`src/rtl/tx_pkg.sv`:
```
package tx_pkg;
  typedef enum logic [2:0] {
    FLD_GBASE = 3'd0,
    FLD_SBASE = 3'd1,
    FLD_ROWS  = 3'd2,
    FLD_COLS  = 3'd3,
    FLD_PITCH = 3'd4,
    FLD_ESIZE = 3'd5,
    FLD_PAD   = 3'd6,
    FLD_NONE  = 3'd7
  } fld_e;

  typedef enum logic {
    WK_IDLE = 1'b0,
    WK_RUN  = 1'b1
  } wk_state_e;
endpackage

```
`src/rtl/tx_desc_regs.sv`:
```
module tx_desc_regs
  import tx_pkg::*;
#(
  parameter int NBUF  = 4,
  parameter int GA_W  = 32,
  parameter int SA_W  = 16,
  parameter int DIM_W = 10,
  parameter int ESZ_W = 4,
  localparam int BI_W = $clog2(NBUF)
) (
  input  logic             clk,
  input  logic             rst_n,
  input  logic             wr_en,
  input  logic [BI_W-1:0]  wr_buf,
  input  logic [2:0]       wr_sel,
  input  logic [GA_W-1:0]  wr_data,
  input  logic [NBUF-1:0]  lock,
  input  logic [BI_W-1:0]  rd_idx,
  output logic [GA_W-1:0]  rd_gbase,
  output logic [SA_W-1:0]  rd_sbase,
  output logic [DIM_W-1:0] rd_rows,
  output logic [DIM_W-1:0] rd_cols,
  output logic [GA_W-1:0]  rd_pitch,
  output logic [ESZ_W-1:0] rd_esize,
  output logic             rd_pad,
  output logic [NBUF-1:0]  size_ok
);
  logic [GA_W-1:0]  gb_q [NBUF];
  logic [SA_W-1:0]  sb_q [NBUF];
  logic [DIM_W-1:0] rw_q [NBUF];
  logic [DIM_W-1:0] cl_q [NBUF];
  logic [GA_W-1:0]  pt_q [NBUF];
  logic [ESZ_W-1:0] es_q [NBUF];
  logic [NBUF-1:0]  pd_q;
  logic [NBUF-1:0]  wen;

  for (genvar i = 0; i < NBUF; i++) begin : g_buf
    assign wen[i]     = wr_en && (wr_buf == BI_W'(i)) && !lock[i];
    assign size_ok[i] = (|rw_q[i]) && (|cl_q[i]) && (|es_q[i]);

    always_ff @(posedge clk or negedge rst_n) begin
      if (!rst_n) begin
        gb_q[i] <= '0;
        sb_q[i] <= '0;
        rw_q[i] <= '0;
        cl_q[i] <= '0;
        pt_q[i] <= '0;
        es_q[i] <= '0;
        pd_q[i] <= 1'b0;
      end else if (wen[i]) begin
        case (fld_e'(wr_sel))
          FLD_GBASE: gb_q[i] <= wr_data;
          FLD_SBASE: sb_q[i] <= SA_W'(wr_data);
          FLD_ROWS:  rw_q[i] <= DIM_W'(wr_data);
          FLD_COLS:  cl_q[i] <= DIM_W'(wr_data);
          FLD_PITCH: pt_q[i] <= wr_data;
          FLD_ESIZE: es_q[i] <= ESZ_W'(wr_data);
          FLD_PAD:   pd_q[i] <= wr_data[0];
          default:   ;
        endcase
      end
    end


    locked_desc_stable_chk: assert property (@(posedge clk) disable iff (!rst_n)
      $past(lock[i]) |-> ($stable(gb_q[i]) && $stable(sb_q[i]) && $stable(rw_q[i])
                          && $stable(cl_q[i]) && $stable(es_q[i])));
  end

  assign rd_gbase = gb_q[rd_idx];
  assign rd_sbase = sb_q[rd_idx];
  assign rd_rows  = rw_q[rd_idx];
  assign rd_cols  = cl_q[rd_idx];
  assign rd_pitch = pt_q[rd_idx];
  assign rd_esize = es_q[rd_idx];
  assign rd_pad   = pd_q[rd_idx];
endmodule

```
`src/rtl/tx_ign_fifo.sv`:
```
module tx_ign_fifo #(
  parameter int DEPTH = 4,
  parameter int IW    = 2,
  localparam int PW   = (DEPTH > 1) ? $clog2(DEPTH) : 1,
  localparam int CW   = $clog2(DEPTH + 1)
) (
  input  logic          clk,
  input  logic          rst_n,
  input  logic          push,
  input  logic [IW-1:0] push_data,
  input  logic          pop,
  output logic [IW-1:0] head,
  output logic          empty,
  output logic          full
);
  logic [IW-1:0] mem [DEPTH];
  logic [PW-1:0] wp_q, wp_d, rp_q, rp_d;
  logic [CW-1:0] cnt_q, cnt_d;

  function automatic logic [PW-1:0] nxt(input logic [PW-1:0] p);
    return (p == PW'(DEPTH - 1)) ? '0 : p + PW'(1);
  endfunction

  always_comb begin
    wp_d  = push ? nxt(wp_q) : wp_q;
    rp_d  = pop  ? nxt(rp_q) : rp_q;
    cnt_d = cnt_q + CW'(push) - CW'(pop);
  end

  always_ff @(posedge clk or negedge rst_n) begin
    if (!rst_n) begin
      wp_q  <= '0;
      rp_q  <= '0;
      cnt_q <= '0;
    end else begin
      wp_q  <= wp_d;
      rp_q  <= rp_d;
      cnt_q <= cnt_d;
    end
  end

  always_ff @(posedge clk) begin
    if (push) mem[wp_q] <= push_data;
  end

  assign head  = mem[rp_q];
  assign empty = (cnt_q == '0);
  assign full  = (cnt_q == CW'(DEPTH));


  ign_queue_no_overflow_chk: assert property (@(posedge clk) disable iff (!rst_n)
    push |-> !full);

  ign_queue_no_underflow_chk: assert property (@(posedge clk) disable iff (!rst_n)
    pop |-> !empty);
endmodule

```
`src/rtl/tx_walker.sv`:
```
module tx_walker
  import tx_pkg::*;
#(
  parameter int NBUF       = 4,
  parameter int GA_W       = 32,
  parameter int SA_W       = 16,
  parameter int DIM_W      = 10,
  parameter int ESZ_W      = 4,
  parameter int LINE_BYTES = 128,
  localparam int BI_W  = $clog2(NBUF),
  localparam int RB_W  = DIM_W + ESZ_W,
  localparam int LEN_W = $clog2(LINE_BYTES) + 1
) (
  input  logic             clk,
  input  logic             rst_n,
  input  logic             q_empty,
  input  logic [BI_W-1:0]  q_buf,
  output logic             take,
  input  logic [GA_W-1:0]  d_gbase,
  input  logic [SA_W-1:0]  d_sbase,
  input  logic [DIM_W-1:0] d_rows,
  input  logic [DIM_W-1:0] d_cols,
  input  logic [GA_W-1:0]  d_pitch,
  input  logic [ESZ_W-1:0] d_esize,
  input  logic             d_pad,
  output logic             req_valid,
  input  logic             req_ready,
  output logic [GA_W-1:0]  req_gaddr,
  output logic [SA_W-1:0]  req_saddr,
  output logic [LEN_W-1:0] req_len,
  output logic [BI_W-1:0]  req_buf,
  output logic             fin,
  output logic [BI_W-1:0]  fin_buf
);
  localparam logic [RB_W-1:0] LINE_RB = RB_W'(LINE_BYTES);
  localparam logic [GA_W-1:0] LINE_GA = GA_W'(LINE_BYTES);
  localparam logic [SA_W-1:0] LINE_SA = SA_W'(LINE_BYTES);

  wk_state_e        st_q, st_d;
  logic [GA_W-1:0]  cg_q, cg_d, rg_q, rg_d, pg_q, pg_d;
  logic [SA_W-1:0]  cs_q, cs_d, rs_q, rs_d, ps_q, ps_d;
  logic [RB_W-1:0]  rb_q, rb_d, rem_q, rem_d;
  logic [DIM_W-1:0] rl_q, rl_d;
  logic [BI_W-1:0]  bf_q, bf_d;
  logic [RB_W-1:0]  rb_new;
  logic [SA_W-1:0]  sp_new;
  logic             fire, row_end, ld;

  assign take    = (st_q == WK_IDLE) && !q_empty;
  assign fire    = (st_q == WK_RUN) && req_ready;
  assign row_end = (rem_q <= LINE_RB);
  assign fin     = fire && row_end && (rl_q == DIM_W'(1));
  assign ld      = take || fire;
  assign rb_new  = RB_W'(d_cols) * RB_W'(d_esize);
  assign sp_new  = SA_W'(rb_new) + (d_pad ? SA_W'(d_esize) : '0);

  always_comb begin
    st_d  = st_q;
    cg_d  = cg_q;  rg_d = rg_q;  pg_d = pg_q;
    cs_d  = cs_q;  rs_d = rs_q;  ps_d = ps_q;
    rb_d  = rb_q;  rem_d = rem_q;
    rl_d  = rl_q;  bf_d = bf_q;
    if (take) begin
      st_d  = WK_RUN;
      cg_d  = d_gbase;  rg_d = d_gbase;  pg_d = d_pitch;
      cs_d  = d_sbase;  rs_d = d_sbase;  ps_d = sp_new;
      rb_d  = rb_new;   rem_d = rb_new;
      rl_d  = d_rows;   bf_d = q_buf;
    end else if (fire) begin
      if (!row_end) begin
        cg_d  = cg_q + LINE_GA;
        cs_d  = cs_q + LINE_SA;
        rem_d = rem_q - LINE_RB;
      end else if (rl_q != DIM_W'(1)) begin
        rg_d  = rg_q + pg_q;
        cg_d  = rg_q + pg_q;
        rs_d  = rs_q + ps_q;
        cs_d  = rs_q + ps_q;
        rem_d = rb_q;
        rl_d  = rl_q - DIM_W'(1);
      end else begin
        st_d  = WK_IDLE;
      end
    end
  end

  always_ff @(posedge clk or negedge rst_n) begin
    if (!rst_n) begin
      st_q <= WK_IDLE;
      cg_q <= '0;  rg_q <= '0;  pg_q <= '0;
      cs_q <= '0;  rs_q <= '0;  ps_q <= '0;
      rb_q <= '0;  rem_q <= '0;
      rl_q <= '0;  bf_q <= '0;
    end else begin
      st_q <= st_d;
      if (ld) begin
        cg_q <= cg_d;  rg_q <= rg_d;  pg_q <= pg_d;
        cs_q <= cs_d;  rs_q <= rs_d;  ps_q <= ps_d;
        rb_q <= rb_d;  rem_q <= rem_d;
        rl_q <= rl_d;  bf_q <= bf_d;
      end
    end
  end

  assign req_valid = (st_q == WK_RUN);
  assign req_gaddr = cg_q;
  assign req_saddr = cs_q;
  assign req_len   = row_end ? LEN_W'(rem_q) : LEN_W'(LINE_BYTES);
  assign req_buf   = bf_q;
  assign fin_buf   = bf_q;


  req_hold_chk: assert property (@(posedge clk) disable iff (!rst_n)
    (req_valid && !req_ready) |=> (req_valid && $stable(req_gaddr)
                                   && $stable(req_saddr) && $stable(req_len)
                                   && $stable(req_buf)));

  req_len_range_chk: assert property (@(posedge clk) disable iff (!rst_n)
    req_valid |-> (req_len != '0) && (req_len <= LEN_W'(LINE_BYTES)));
endmodule

```
`src/rtl/tile_xfer_agen.sv`:
```
module tile_xfer_agen #(
  parameter int NBUF       = 4,
  parameter int GA_W       = 32,
  parameter int SA_W       = 16,
  parameter int DIM_W      = 10,
  parameter int ESZ_W      = 4,
  parameter int LINE_BYTES = 128,
  localparam int BI_W  = $clog2(NBUF),
  localparam int LEN_W = $clog2(LINE_BYTES) + 1
) (
  input  logic             clk,
  input  logic             rst_n,
  input  logic             cfg_we,
  input  logic [BI_W-1:0]  cfg_buf,
  input  logic [2:0]       cfg_sel,
  input  logic [GA_W-1:0]  cfg_wdata,
  input  logic             ign_valid,
  input  logic [BI_W-1:0]  ign_buf,
  output logic             req_valid,
  input  logic             req_ready,
  output logic [GA_W-1:0]  req_gaddr,
  output logic [SA_W-1:0]  req_saddr,
  output logic [LEN_W-1:0] req_len,
  output logic [BI_W-1:0]  req_buf,
  output logic [NBUF-1:0]  busy,
  output logic [NBUF-1:0]  done
);
  logic [1:0]       rsync_q;
  logic             rst_int_n;
  logic [NBUF-1:0]  busy_q, busy_d, done_q, done_d, size_ok;
  logic             ign_ok, take, q_empty, q_full, fin;
  logic [BI_W-1:0]  q_head, fin_buf;
  logic [GA_W-1:0]  d_gbase, d_pitch;
  logic [SA_W-1:0]  d_sbase;
  logic [DIM_W-1:0] d_rows, d_cols;
  logic [ESZ_W-1:0] d_esize;
  logic             d_pad;

  always_ff @(posedge clk or negedge rst_n) begin
    if (!rst_n) rsync_q <= 2'b00;
    else        rsync_q <= {rsync_q[0], 1'b1};
  end
  assign rst_int_n = rsync_q[1];

  tx_desc_regs #(.NBUF(NBUF), .GA_W(GA_W), .SA_W(SA_W), .DIM_W(DIM_W), .ESZ_W(ESZ_W)) u_desc (
    .clk(clk), .rst_n(rst_int_n),
    .wr_en(cfg_we), .wr_buf(cfg_buf), .wr_sel(cfg_sel), .wr_data(cfg_wdata),
    .lock(busy_q), .rd_idx(q_head),
    .rd_gbase(d_gbase), .rd_sbase(d_sbase), .rd_rows(d_rows), .rd_cols(d_cols),
    .rd_pitch(d_pitch), .rd_esize(d_esize), .rd_pad(d_pad), .size_ok(size_ok)
  );

  assign ign_ok = ign_valid && !busy_q[ign_buf] && size_ok[ign_buf];

  tx_ign_fifo #(.DEPTH(NBUF), .IW(BI_W)) u_queue (
    .clk(clk), .rst_n(rst_int_n),
    .push(ign_ok), .push_data(ign_buf), .pop(take),
    .head(q_head), .empty(q_empty), .full(q_full)
  );

  tx_walker #(.NBUF(NBUF), .GA_W(GA_W), .SA_W(SA_W), .DIM_W(DIM_W), .ESZ_W(ESZ_W),
              .LINE_BYTES(LINE_BYTES)) u_walk (
    .clk(clk), .rst_n(rst_int_n),
    .q_empty(q_empty), .q_buf(q_head), .take(take),
    .d_gbase(d_gbase), .d_sbase(d_sbase), .d_rows(d_rows), .d_cols(d_cols),
    .d_pitch(d_pitch), .d_esize(d_esize), .d_pad(d_pad),
    .req_valid(req_valid), .req_ready(req_ready), .req_gaddr(req_gaddr),
    .req_saddr(req_saddr), .req_len(req_len), .req_buf(req_buf),
    .fin(fin), .fin_buf(fin_buf)
  );

  always_comb begin
    busy_d = busy_q;
    done_d = '0;
    if (fin) begin
      busy_d[fin_buf] = 1'b0;
      done_d[fin_buf] = 1'b1;
    end
    if (ign_ok) busy_d[ign_buf] = 1'b1;
  end

  always_ff @(posedge clk or negedge rst_int_n) begin
    if (!rst_int_n) begin
      busy_q <= '0;
      done_q <= '0;
    end else begin
      busy_q <= busy_d;
      done_q <= done_d;
    end
  end

  assign busy = busy_q;
  assign done = done_q;


  done_onehot_chk: assert property (@(posedge clk) disable iff (!rst_int_n)
    $onehot0(done));

  queue_never_full_on_ignite_chk: assert property (@(posedge clk) disable iff (!rst_int_n)
    ign_ok |-> !q_full);

  for (genvar i = 0; i < NBUF; i++) begin : g_flag_chk

    done_ends_busy_chk: assert property (@(posedge clk) disable iff (!rst_int_n)
      done[i] |-> (!busy[i] && $past(busy[i])));

    busy_rise_from_ignite_chk: assert property (@(posedge clk) disable iff (!rst_int_n)
      $rose(busy[i]) |-> ($past(ign_valid) && ($past(ign_buf) == BI_W'(i))));

    busy_fall_with_done_chk: assert property (@(posedge clk) disable iff (!rst_int_n)
      $fell(busy[i]) |-> done[i]);
  end
endmodule

```
`config.mk`:
```
export PLATFORM = sky130hd
export DESIGN_NAME = tile_xfer_agen
export DESIGN_NICKNAME = d
export VERILOG_FILES = /design/src/rtl/tx_pkg.sv /design/src/rtl/tx_desc_regs.sv /design/src/rtl/tx_ign_fifo.sv /design/src/rtl/tx_walker.sv /design/src/rtl/tile_xfer_agen.sv
export SDC_FILE = /design/constraint.sdc
export NUM_CORES = 1
export LEC_CHECK = 0
export CORE_ASPECT_RATIO = 2
export CORE_MARGIN = 3
export CORE_UTILIZATION = 45
export DETAILED_ROUTE_END_ITERATION = 8
export PLACE_DENSITY = 0.72
export RECOVER_POWER = 100
export SLEW_MARGIN = 5
export SYNTH_ARGS = -nofsm -noshare
export SYNTH_HDL_FRONTEND = slang
export SYNTH_SLANG_ARGS = --single-unit
```
`constraint.sdc`:
```
create_clock -name clk -period 56.8 [get_ports clk]
set_input_delay 11.36 -clock clk [delete_from_list [all_inputs] [get_ports clk]]
set_output_delay 11.36 -clock clk [all_outputs]
set_load 0.005 [all_outputs]
```
==> Word-level counts from Yosys, hierarchy flattened <==
Memory sizes are Yosys's and may differ from the RTL's.
Index checks and enable logic that the tools add are counted.
{ "op_classes": {"eq_ne": 15, "n_bitwise": 5, "n_lt_le_gt_ge": 7, "n_reduce_logical": 81, "n_mux": 63, "mul": 1, "n_addsub": 11} }
{ "op_table": {"columns": ["op", "count"], "rows": [
  ["32-bit 2-to-1 mux", 11],
  ["16-bit 2-to-1 mux", 9],
  ["32-bit binary-select mux with 2-bit select", 2],
  ["10-bit 2-to-1 mux", 8],
  ["10-bit OR reduction", 8],
  ["2-bit AND reduction", 29],
  ["14-bit 2-to-1 mux", 4],
  ["10-bit binary-select mux with 2-bit select", 2],
  ["32-bit adder", 1],
  ["32-bit by 8-bit adder with 32-bit output, second input constant", 1],
  ["16-bit binary-select mux with 2-bit select", 1],
  ["1-bit logical AND", 24],
  ["4-bit 2-to-1 mux", 6],
  ["14-bit by 16-bit adder with 16-bit output", 1],
  ["16-bit adder", 1],
  ["16-bit by 8-bit adder with 16-bit output, second input constant", 1],
  ["4-bit OR reduction", 4],
  ["14-bit by 8-bit less-or-equal comparator with 1-bit output, second input constant", 1],
  ["10-bit by 4-bit multiplier with 14-bit output", 1],
  ["14-bit by 8-bit subtractor with 14-bit output, second input constant", 1],
  ["1-bit 2-to-1 mux", 11],
  ["10-bit by 1-bit == test with 1-bit output, second input constant", 1],
  ["10-bit by 1-bit inequality test with 1-bit output, second input constant", 1],
  ["10-bit by 1-bit subtractor with 10-bit output, second input constant", 1],
  ["30 further kinds", 53]
]} }
{ "word_totals": {"ramBits": 8, "wordCells": 229, "in_bits": 44, "ff_bits": 622, "out_inout_bits": 67, "n_memories": 1} }
{ "memory_table": {"columns": ["name", "depth", "width", "read_ports", "rd_ports_with_merged_regs", "wr", "line", "text"], "rows": [
  ["u_queue.mem", 4, 2, 1, 0, 1, "tx_ign_fifo.sv:16", "logic [IW-1:0] mem [DEPTH];"]
]} }

==> Logic depth before layout (Yosys ltp) <==
Gate-level depths: netlist of the first run.
{ "logic_depth": {"ltp_word": 9, "ltp_mapped": 24, "ltp_nobuf": 20} }

==> Modules after synthesis <==
A second synthesis of the first run with hierarchy kept.
{ "unflattened": {"hier_cells": 2621, "area_unflattened_um2": 31670.4} }
{ "modules_own_cells": {"columns": ["mod", "area_each_um2", "cells_per_inst", "instances", "seq_area_each_um2"], "rows": [
  ["tx_desc_regs", 18495.2, 1100, 1, 10510.1],
  ["tx_walker", 12079.1, 1440, 1, 4604.4],
  ["tx_ign_fifo", 700.7, 46, 1, 415.4],
  ["tile_xfer_agen", 395.4, 35, 1, 250.2]
]} }

==> Least setup slack after synthesis of the first run <==
No wires, ideal clock.
{ "synth_timing": {"path_kind": "input port to flip-flop", "start": "in ign_buf[0]", "end": "reg u_queue.cnt_q[2]", "slack_ps": 43677, "required_time_ps": 56676, "path_stages": 8, "n_path_buf": 1, "arrival_time_ps": 12999, "setup_ps": 124, "cell_sequence": "mux4_2 nor2b_1 clkbuf_1 ha_1 inv_1 fa_1 xnor2_1 xnor2_1"} }
{ "synth_via": {"elab_chain_cells": 7, "elab_cells_between_ends": 9, "classes_between": "2 x add/sub; 4 x mux; 3 x reduce/logical"} }
{ "synth_rtl": {"columns": ["element", "line", "text"], "rows": [
  ["start, declared", "tile_xfer_agen.sv:18", "input logic [BI_W-1:0] ign_buf,"],
  ["1-bit binary-select mux with 2-bit select", "tile_xfer_agen.sv:53", "assign ign_ok = ign_valid && !busy_q[ign_buf] && size_ok[ign_buf];"],
  ["1-bit 2-to-1 mux (implied by the code)", "tile_xfer_agen.sv:53", null],
  ["1-bit logical NOT", "tile_xfer_agen.sv:53", null],
  ["1-bit logical AND", "tile_xfer_agen.sv:53", null],
  ["1-bit logical AND (*)", "tile_xfer_agen.sv:53", null],
  ["via ign_ok", "tile_xfer_agen.sv:31", "logic ign_ok, take, q_empty, q_full, fin;"],
  ["3-bit by 1-bit adder with 3-bit output (*)", "tx_ign_fifo.sv:27", "cnt_d = cnt_q + CW'(push) - CW'(pop);"],
  ["3-bit by 1-bit subtractor with 3-bit output (*)", "tx_ign_fifo.sv:27", null],
  ["via u_queue.cnt_d[2]", "tx_ign_fifo.sv:18", "logic [CW-1:0] cnt_q, cnt_d;"],
  ["end signal, assigned", "tx_ign_fifo.sv:38", "cnt_q <= cnt_d;"],
  ["end, declared", "tx_ign_fifo.sv:18", null]
]} }
The timed path passes the listed nets; every way through them passes the cells marked *. The select of a mux whose other input is x is not followed.
A chain may end at the register's enable or synchronous reset.

==> results of run 1 <==
report_power, final:
group / internal (mW) / switching (mW) / leakage, nW / total (mW)
clock network: 0.238 / 0.173 / 0.953 / 0.411
logic: 0.191 / 0.265 / 7.57 / 0.456
registers: 0.522 / 0.0718 / 8.38 / 0.594
total: 0.950 / 0.511 / 16.9 / 1.46
worst max-delay path, stage by stage (launching register included):
cell	delay [ps]
dfrtp_1	2630
clkbuf_1	2680
clkbuf_1	2540
clkbuf_1	7060
clkbuf_1	2710
per-layer routing:
metal	share of wire [%]	vias to the layer above
met4	5.8	4
li1	-	10089
met2	52	678
met3	4.7	245
met1	37	11670
met5	0.030	-
stage by stage:
step | std cells | hold WS [ps] | util, % | area (um2) | power [mW]
2_1_floorplan | 2819 | 331 | - | 31800 | 0.894
4_1_cts | 3805 | 352 | 51.2 | 35700 | 1.47
6_report | 3807 | 352 | 51.0 | 35600 | 1.46
3_5_place_dp | 3704 | 337 | 48.3 | 33700 | 1.06
3_3_place_gp | 3704 | 333 | 48.3 | 33700 | 1.05
5_1_grt | 3806 | 362 | 51.0 | 35600 | 1.54
layout make-up:
cell class / count / area (um2)
Clock inverter: 26 / 413
Antenna cell: 2 / 5.00
Sequential cell: 629 / 15800
Inverter: 59 / 223
Clock buffer: 75 / 1550
Timing Repair Buffer: 141 / 1260
Tap cell: 903 / 1130
Multi-Input combinational cell: 1972 / 15200
Fill cell: 6034 / 34200
state kept, by name (all words and copies together) (netlist names), 3 cells and up:
name	count
busy	4
u_walk.ps_q	15
u_walk.rg_q	32
u_desc.es_q	16
u_desc.gb_q	128
u_walk.rb_q	14
u_desc.sb_q	64
u_desc.cl_q	40
u_queue.cnt_q	3
u_walk.req_gaddr	32
u_desc.pd_q	4
u_walk.pg_q	32
u_queue.mem	8
u_walk.rem_q	14
u_desc.pt_q	128
u_desc.rw_q	40
done	4
u_walk.rs_q	16
u_walk.rl_q	10
u_walk.req_saddr	16
cells by family (layout without fill, tap and decap cells):
kind of cell / after synthesis / after routing / share of synthesized area [%]
fa+ha+maj: 100 / 100 / 4.41
compound gates: 422 / 422 / 8.12
simple gates: 856 / 856 / 12.0
xor+xnor: 81 / 81 / 2.23
flops: 629 / 629 / 49.7
buf+inv: 218 / 301 / 2.62
other cells: 1 / 3 / 0.0118
mux: 512 / 512 / 20.9
placed cells by master (no fill, tap or decap), types with 14 or more instances in the layout:
cell             instances
o21ai_0                109
fa_1                    20
mux2_2                 422
a21o_1                  22
nor4_1                  20
and2_1                  33
nor3_1                  31
clkbuf_1                32
mux4_2                  79
nand2_1                437
xnor2_1                 45
a31oi_1                 14
nor2_1                 136
dfrtp_1                621
inv_1                   58
nand3_1                 90
clkdlybuf4s50_1         43
a21oi_1                158
ha_1                    80
o21a_1                  14
clkbuf_16               55
and3_1                  21
xor2_1                  36
dlygate4sd3_1           67
nand4_1                 15
worst paths after layout:
kind	startpoint	to	slack (ps)	cells after the start
setup / recovery	rsync_q[1]	u_desc.gb_q[82]	38330	4
hold reg to reg	rsync_q[0]	rsync_q[1]	350	0
max in group clk	req_ready	u_walk.rl_q[6]	40880	9
setup reg to reg	rsync_q[1]	u_desc.gb_q[82]	38330	4
hold / removal	rsync_q[0]	rsync_q[1]	350	0
min in group asynchronous	rsync_q[1]	u_walk.req_gaddr[0]	1420	0
==> metrics.txt, run 1 <==
# TYPE chip_impl_metric gauge
chip_impl_info{name="outcome",value="finished with violations"} 1
chip_impl_info{name="failed_checks",value="capacitance limit, slew limit"} 1
chip_impl_metric{name="synth.distinct_cells",unit=""} 74
chip_impl_info{name="worst_hold_path_type",value="reg2reg"} 1
chip_impl_metric{name="report.final.hold_viol_count",unit=""} 0
chip_impl_metric{name="clk-insertion-delay-late",unit="ps"} 620
chip_impl_metric{name="slew-limit-headroom",unit="%"} -557
chip_impl_metric{name="antenna_violations_before_repair",unit=""} 3
chip_impl_metric{name="cts.clk_slew.worst_paths",unit="ps"} 70
chip_impl_metric{name="drt.antenna.violating_nets",unit=""} 0
chip_impl_metric{name="routed_via_density",unit=""} 5.96
chip_impl_metric{name="timing.critical_path.arrival",unit="ps"} 18430
chip_impl_metric{name="setup_failing_eps_final",unit=""} 0
chip_impl_metric{name="pre_cts_slack",unit="ps"} 42060
chip_impl_metric{name="initial_core_util",unit="%"} 45.5
chip_impl_metric{name="report.final.slew_viol_count",unit=""} 1218
chip_impl_metric{name="drc",unit=""} 0
chip_impl_info{name="synth_top_cells_by_area",value="dfrtp_1, mux2_2, mux4_2, nand2_1, ha_1"} 1
chip_impl_metric{name="setup_tns",unit="ps"} 0
chip_impl_metric{name="synth_enable_flop_cells",unit=""} 8
chip_impl_info{name="busiest_layer",value="met2"} 1
chip_impl_metric{name="tightestPinTransition",unit="ps"} 9860
chip_impl_metric{name="final_net_count",unit=""} 3001
chip_impl_metric{name="die_area",unit="um2"} 74000
chip_impl_metric{name="overflow",unit=""} 0
chip_impl_metric{name="fp.dieW",unit="um"} 194
chip_impl_metric{name="numPortBuffers",unit=""} 110
chip_impl_metric{name="syn_inst",unit=""} 2819
chip_impl_info{name="top_post_synthesis_cells_by_count",value="dfrtp_1, nand2_1, mux2_2, a21oi_1, nor2_1"} 1
chip_impl_metric{name="grtUsageMet2",unit="%"} 42.0
chip_impl_metric{name="core_region_area",unit="um2"} 69800
chip_impl_info{name="synthDominantAreaCellType",value="dfrtp_1"} 1
chip_impl_metric{name="critPathRequiredTime",unit="ps"} 56750
chip_impl_metric{name="areaGrowthSynthToFinish",unit="%"} 12.0
chip_impl_metric{name="dp.final_hpwl",unit="mm"} 58.5
chip_impl_metric{name="global_route_wire_length_before_repair",unit="mm"} 135
chip_impl_info{name="critical_path.endpoint_type",value="async pin"} 1
chip_impl_metric{name="synth_largest_type_area_fraction",unit="%"} 48.9
chip_impl_metric{name="period_minus_slack",unit="ps"} 18470
chip_impl_metric{name="first_pass_iters",unit=""} 5
chip_impl_metric{name="routability_congestion_estimate_from_global_placement",unit=""} 0.900
chip_impl_metric{name="worst_ir_drop_vdd",unit="V"} 0.0000344
chip_impl_metric{name="htree_num_levels",unit=""} 2
chip_impl_metric{name="syn_avg_cell_area",unit="um2"} 11.3
chip_impl_info{name="worst_setup_path_start_kind",value="flip-flop"} 1
chip_impl_metric{name="met1_demand_to_capacity_share_in_global_routing",unit="%"} 26.2
chip_impl_metric{name="max_cap_viol_count",unit=""} 23
chip_impl_metric{name="post_cts.resized_instances",unit=""} 0
chip_impl_metric{name="fraction_of_layout_instances_using_a_drive_strength_above_1",unit="%"} 21.6
chip_impl_metric{name="num_io_pins",unit=""} 111
chip_impl_metric{name="synth_area",unit="um2"} 31800
chip_impl_metric{name="clkSinkCount",unit=""} 629
chip_impl_info{name="cts_tree",value="built"} 1
chip_impl_metric{name="timing.final.ws_setup",unit="ps"} 38330
chip_impl_metric{name="postCtsHoldBufs",unit=""} 0
chip_impl_metric{name="grt_pass1_vias",unit=""} 23697
chip_impl_metric{name="async_sr_flop_fraction",unit="%"} 98.7
chip_impl_metric{name="detailedRoute.firstIterationViolations",unit=""} 1414
chip_impl_metric{name="row_count",unit=""} 137
chip_impl_metric{name="critical_path.max_fanout",unit=""} 190
chip_impl_metric{name="skew",unit="ps"} 29.2
chip_impl_info{name="main_flop_type_after_synthesis",value="dfrtp_1"} 1
chip_impl_metric{name="via_count",unit=""} 22686
chip_impl_metric{name="wl_per_cell",unit="um"} 22.7
chip_impl_metric{name="globalRouteMet3Util",unit="%"} 3.47
chip_impl_metric{name="synth.net_count",unit=""} 2963
chip_impl_metric{name="max-clock-path-buffers",unit=""} 3
chip_impl_info{name="top_count_cell_post_synth",value="dfrtp_1"} 1
chip_impl_info{name="cts_root_buffer",value="clkbuf_16"} 1
chip_impl_metric{name="power.static_leakage",unit="nW"} 16.9
chip_impl_info{name="criticalPathCategory",value="reg2async"} 1
chip_impl_metric{name="synth_warnings",unit=""} 0
chip_impl_metric{name="finalCritPeriodShare",unit="%"} 32.5
chip_impl_metric{name="synth.yosys.seq_area_share",unit="%"} 49.7
chip_impl_metric{name="detail_route.wirelength",unit="mm"} 86.6
chip_impl_metric{name="cts.repair_timing.setup_buffer_count",unit=""} 0
chip_impl_metric{name="grt_use_total",unit="%"} 23.1
chip_impl_metric{name="grt_start_max_net_pins",unit=""} 191
chip_impl_info{name="unrepaired_setup_endpoints_after_global_routing",value="false"} 1
chip_impl_metric{name="total_of_flip_flops_plus_latches_after_synthesis",unit=""} 629
chip_impl_metric{name="numCtsBuffers",unit=""} 54
chip_impl_metric{name="fmax",unit="GHz"} 0.0541
chip_impl_metric{name="cell_area_power_density",unit="nW/um2"} 41.1
chip_impl_metric{name="die_height",unit="um"} 382
Power figures use the tool's default switching activity.
==> run 2, diff against run 1 <==
--- a/config.mk
+++ b/config.mk
@@ -9,7 +9,7 @@
 export CORE_MARGIN = 3
 export CORE_UTILIZATION = 45
 export DETAILED_ROUTE_END_ITERATION = 8
-export PLACE_DENSITY = 0.72
+export PLACE_DENSITY = 0.74
 export RECOVER_POWER = 100
 export SLEW_MARGIN = 5
 export SYNTH_ARGS = -nofsm -noshare
==> constraint.sdc (replaced) <==
create_clock -name clk -period 16.01 [get_ports clk]
set_input_delay 3.202 -clock clk [delete_from_list [all_inputs] [get_ports clk]]
set_output_delay 3.202 -clock clk [all_outputs]
set_load 0.005 [all_outputs]
==> metrics.txt, run 2 (same netlist as run 1, synthesis figures left out) <==
# TYPE chip_impl_metric gauge
chip_impl_metric{name="worst_ir_drop_vdd",unit="V"} 0.000105
chip_impl_info{name="cts_root_buffer",value="clkbuf_16"} 1
chip_impl_info{name="worst_hold_path_type",value="reg2reg"} 1
chip_impl_metric{name="post_cts.resized_instances",unit=""} 0
chip_impl_metric{name="dp.final_hpwl",unit="mm"} 58.9
chip_impl_metric{name="max_cap_viol_count",unit=""} 25
chip_impl_metric{name="areaGrowthSynthToFinish",unit="%"} 11.8
chip_impl_info{name="criticalPathCategory",value="in2reg"} 1
chip_impl_metric{name="pre_cts_slack",unit="ps"} 9410
chip_impl_metric{name="holdPathStages",unit=""} 0
chip_impl_info{name="cts_tree",value="built"} 1
chip_impl_metric{name="fraction_of_layout_instances_using_a_drive_strength_above_1",unit="%"} 21.7
chip_impl_metric{name="numPortBuffers",unit=""} 110
chip_impl_metric{name="fp.dieW",unit="um"} 194
chip_impl_metric{name="wl_per_cell",unit="um"} 22.8
chip_impl_metric{name="critPathRequiredTime",unit="ps"} 16350
chip_impl_metric{name="overflow",unit=""} 0
chip_impl_info{name="layout.cells.most_common_list",value="dfrtp_1, nand2_1, mux2_2"} 1
chip_impl_metric{name="grt_start_max_net_pins",unit=""} 188
chip_impl_metric{name="timing.critical_path.arrival",unit="ps"} 8770
chip_impl_metric{name="core_region_area",unit="um2"} 69800
chip_impl_info{name="unrepaired_setup_endpoints_after_global_routing",value="false"} 1
chip_impl_metric{name="num_io_pins",unit=""} 111
chip_impl_metric{name="detailedRoute.firstIterationViolations",unit=""} 1717
chip_impl_metric{name="global_route_wire_length_before_repair",unit="mm"} 136
chip_impl_metric{name="clk-insertion-delay-late",unit="ps"} 620
chip_impl_metric{name="numCtsBuffers",unit=""} 53
chip_impl_metric{name="clkSinkCount",unit=""} 629
chip_impl_metric{name="postCtsHoldBufs",unit=""} 0
chip_impl_metric{name="die_height",unit="um"} 382
chip_impl_metric{name="layout.area.seq",unit="um2"} 15800
chip_impl_info{name="worst_setup_path_start_kind",value="input pin"} 1
chip_impl_metric{name="drc",unit=""} 0
chip_impl_metric{name="report.final.hold_viol_count",unit=""} 0
chip_impl_metric{name="cell_area_power_density",unit="nW/um2"} 144
chip_impl_metric{name="fmax",unit="GHz"} 0.119
chip_impl_metric{name="timing.critical_path.slowest_cell_delay",unit="ps"} 2100
chip_impl_metric{name="row_count",unit=""} 137
chip_impl_metric{name="timing.final.ws_setup",unit="ps"} 7580
chip_impl_info{name="crit_path_frequent_cell",value="clkbuf_1"} 1
chip_impl_metric{name="cp_num_buf_inv",unit=""} 3
chip_impl_metric{name="detail_route.wirelength",unit="mm"} 86.8
chip_impl_info{name="outcome",value="finished with violations"} 1
chip_impl_metric{name="nFillCells",unit=""} 6016
chip_impl_metric{name="grt_use_total",unit="%"} 23.3
chip_impl_metric{name="cts.clk_slew.worst_paths",unit="ps"} 70
chip_impl_metric{name="tightestPinTransition",unit="ps"} 4430
chip_impl_metric{name="period_minus_slack",unit="ps"} 8430
chip_impl_metric{name="critical_path.max_fanout",unit=""} 28
chip_impl_metric{name="die_area",unit="um2"} 74000
chip_impl_metric{name="initial_core_util",unit="%"} 45.5
chip_impl_metric{name="final_net_count",unit=""} 3006
chip_impl_info{name="cp_max_delay_cell",value="nor2_1"} 1
chip_impl_metric{name="first_pass_iters",unit=""} 5
chip_impl_metric{name="multiInputGateArea",unit="um2"} 15200
chip_impl_metric{name="power.static_leakage",unit="nW"} 16.9
chip_impl_metric{name="critical_path_depth",unit=""} 10
chip_impl_info{name="crit_family",value="simple AND/OR/NAND/NOR gates"} 1
chip_impl_metric{name="routability_congestion_estimate_from_global_placement",unit=""} 0.912
chip_impl_info{name="critical_path.endpoint_type",value="flip-flop"} 1
chip_impl_info{name="failed_checks",value="capacitance limit, slew limit"} 1
chip_impl_metric{name="reg2regPathDepth",unit=""} 2
chip_impl_metric{name="report.final.slew_viol_count",unit=""} 1135
chip_impl_metric{name="finalCritPeriodShare",unit="%"} 52.7
chip_impl_metric{name="drt.antenna.violating_nets",unit=""} 0
chip_impl_metric{name="final_util",unit="%"} 50.9
chip_impl_metric{name="cts.repair_timing.setup_buffer_count",unit=""} 0
chip_impl_metric{name="routed_via_density",unit=""} 5.95
chip_impl_info{name="biggestRegsByFlops",value="u_desc.gb_q x128, u_desc.pt_q x128, u_desc.sb_q x64"} 1
chip_impl_metric{name="max-clock-path-buffers",unit=""} 3
chip_impl_metric{name="via_count",unit=""} 22663
chip_impl_metric{name="grt_pass1_vias",unit=""} 23680
chip_impl_metric{name="design_power_total",unit="mW"} 5.12
chip_impl_metric{name="htree_num_levels",unit=""} 2
chip_impl_metric{name="setup_tns",unit="ps"} 0
chip_impl_info{name="layout.cells.most_common",value="dfrtp_1"} 1
chip_impl_metric{name="skew",unit="ps"} 32.8
chip_impl_metric{name="slew-limit-headroom",unit="%"} -195
chip_impl_metric{name="antenna_violations_before_repair",unit=""} 5
chip_impl_info{name="critical_path.cell_chain",value="dlygate4sd3_1 > nand2_1 > or2_2 > clkbuf_1 > nor2_1 > clkbuf_1 > nand3_1 > nor3_1 > xnor2_1 > o21ai_0"} 1
chip_impl_metric{name="setup_failing_eps_final",unit=""} 0
==> run 2: through the flow <==
stage,cells,hold slack [ps],cell area [um2]
after floorplan,2819,331,31800
after global placement,3710,335,33800
after detailed placement,3710,343,33800
after CTS,3807,358,35600
after global routing,3809,370,35500
final,3809,354,35500
==> run 2: layout make-up <==
class                           instances  share of cell area (%)
Antenna cell                            2                  0.0141
Clock buffer                           75                    4.37
Clock inverter                         22                   0.835
Inverter                               59                   0.627
Multi-Input combinational cell       1972                    42.9
Sequential cell                       629                    44.5
Tap cell                              903                    3.18
Timing Repair Buffer                  147                    3.67
==> run 2: final timing paths <==
| check | to | slack (ps) | startpoint |
|---|---|---|---|
| max in group asynchronous | u_desc.gb_q[123] | 7590 | rsync_q[1] |
| setup reg to reg | u_desc.gb_q[123] | 7590 | rsync_q[1] |
| min in group asynchronous | u_desc.sb_q[2] | 950 | rsync_q[1] |
| hold reg to reg | rsync_q[1] | 350 | rsync_q[0] |
| setup / recovery | u_walk.rl_q[6] | 7580 | req_ready |
| hold / removal | rsync_q[1] | 350 | rsync_q[0] |
==> run 2: report_power, final <==
group / internal [mW] / switching (mW)
registers: 1.85 / 0.254
clock network: 0.788 / 0.599
logic: 0.676 / 0.954
total: 3.32 / 1.81
==> run 2: layer usage <==
layer | vias to the layer above | share of wire (%) | GRT usage, %
met2 | 732 | 52 | 42.8
li1 | 10090 | - | -
met3 | 271 | 5.2 | 2.91
met1 | 11568 | 37 | 26.3
met5 | - | 0.017 | 0
met4 | 2 | 6.0 | 12.1
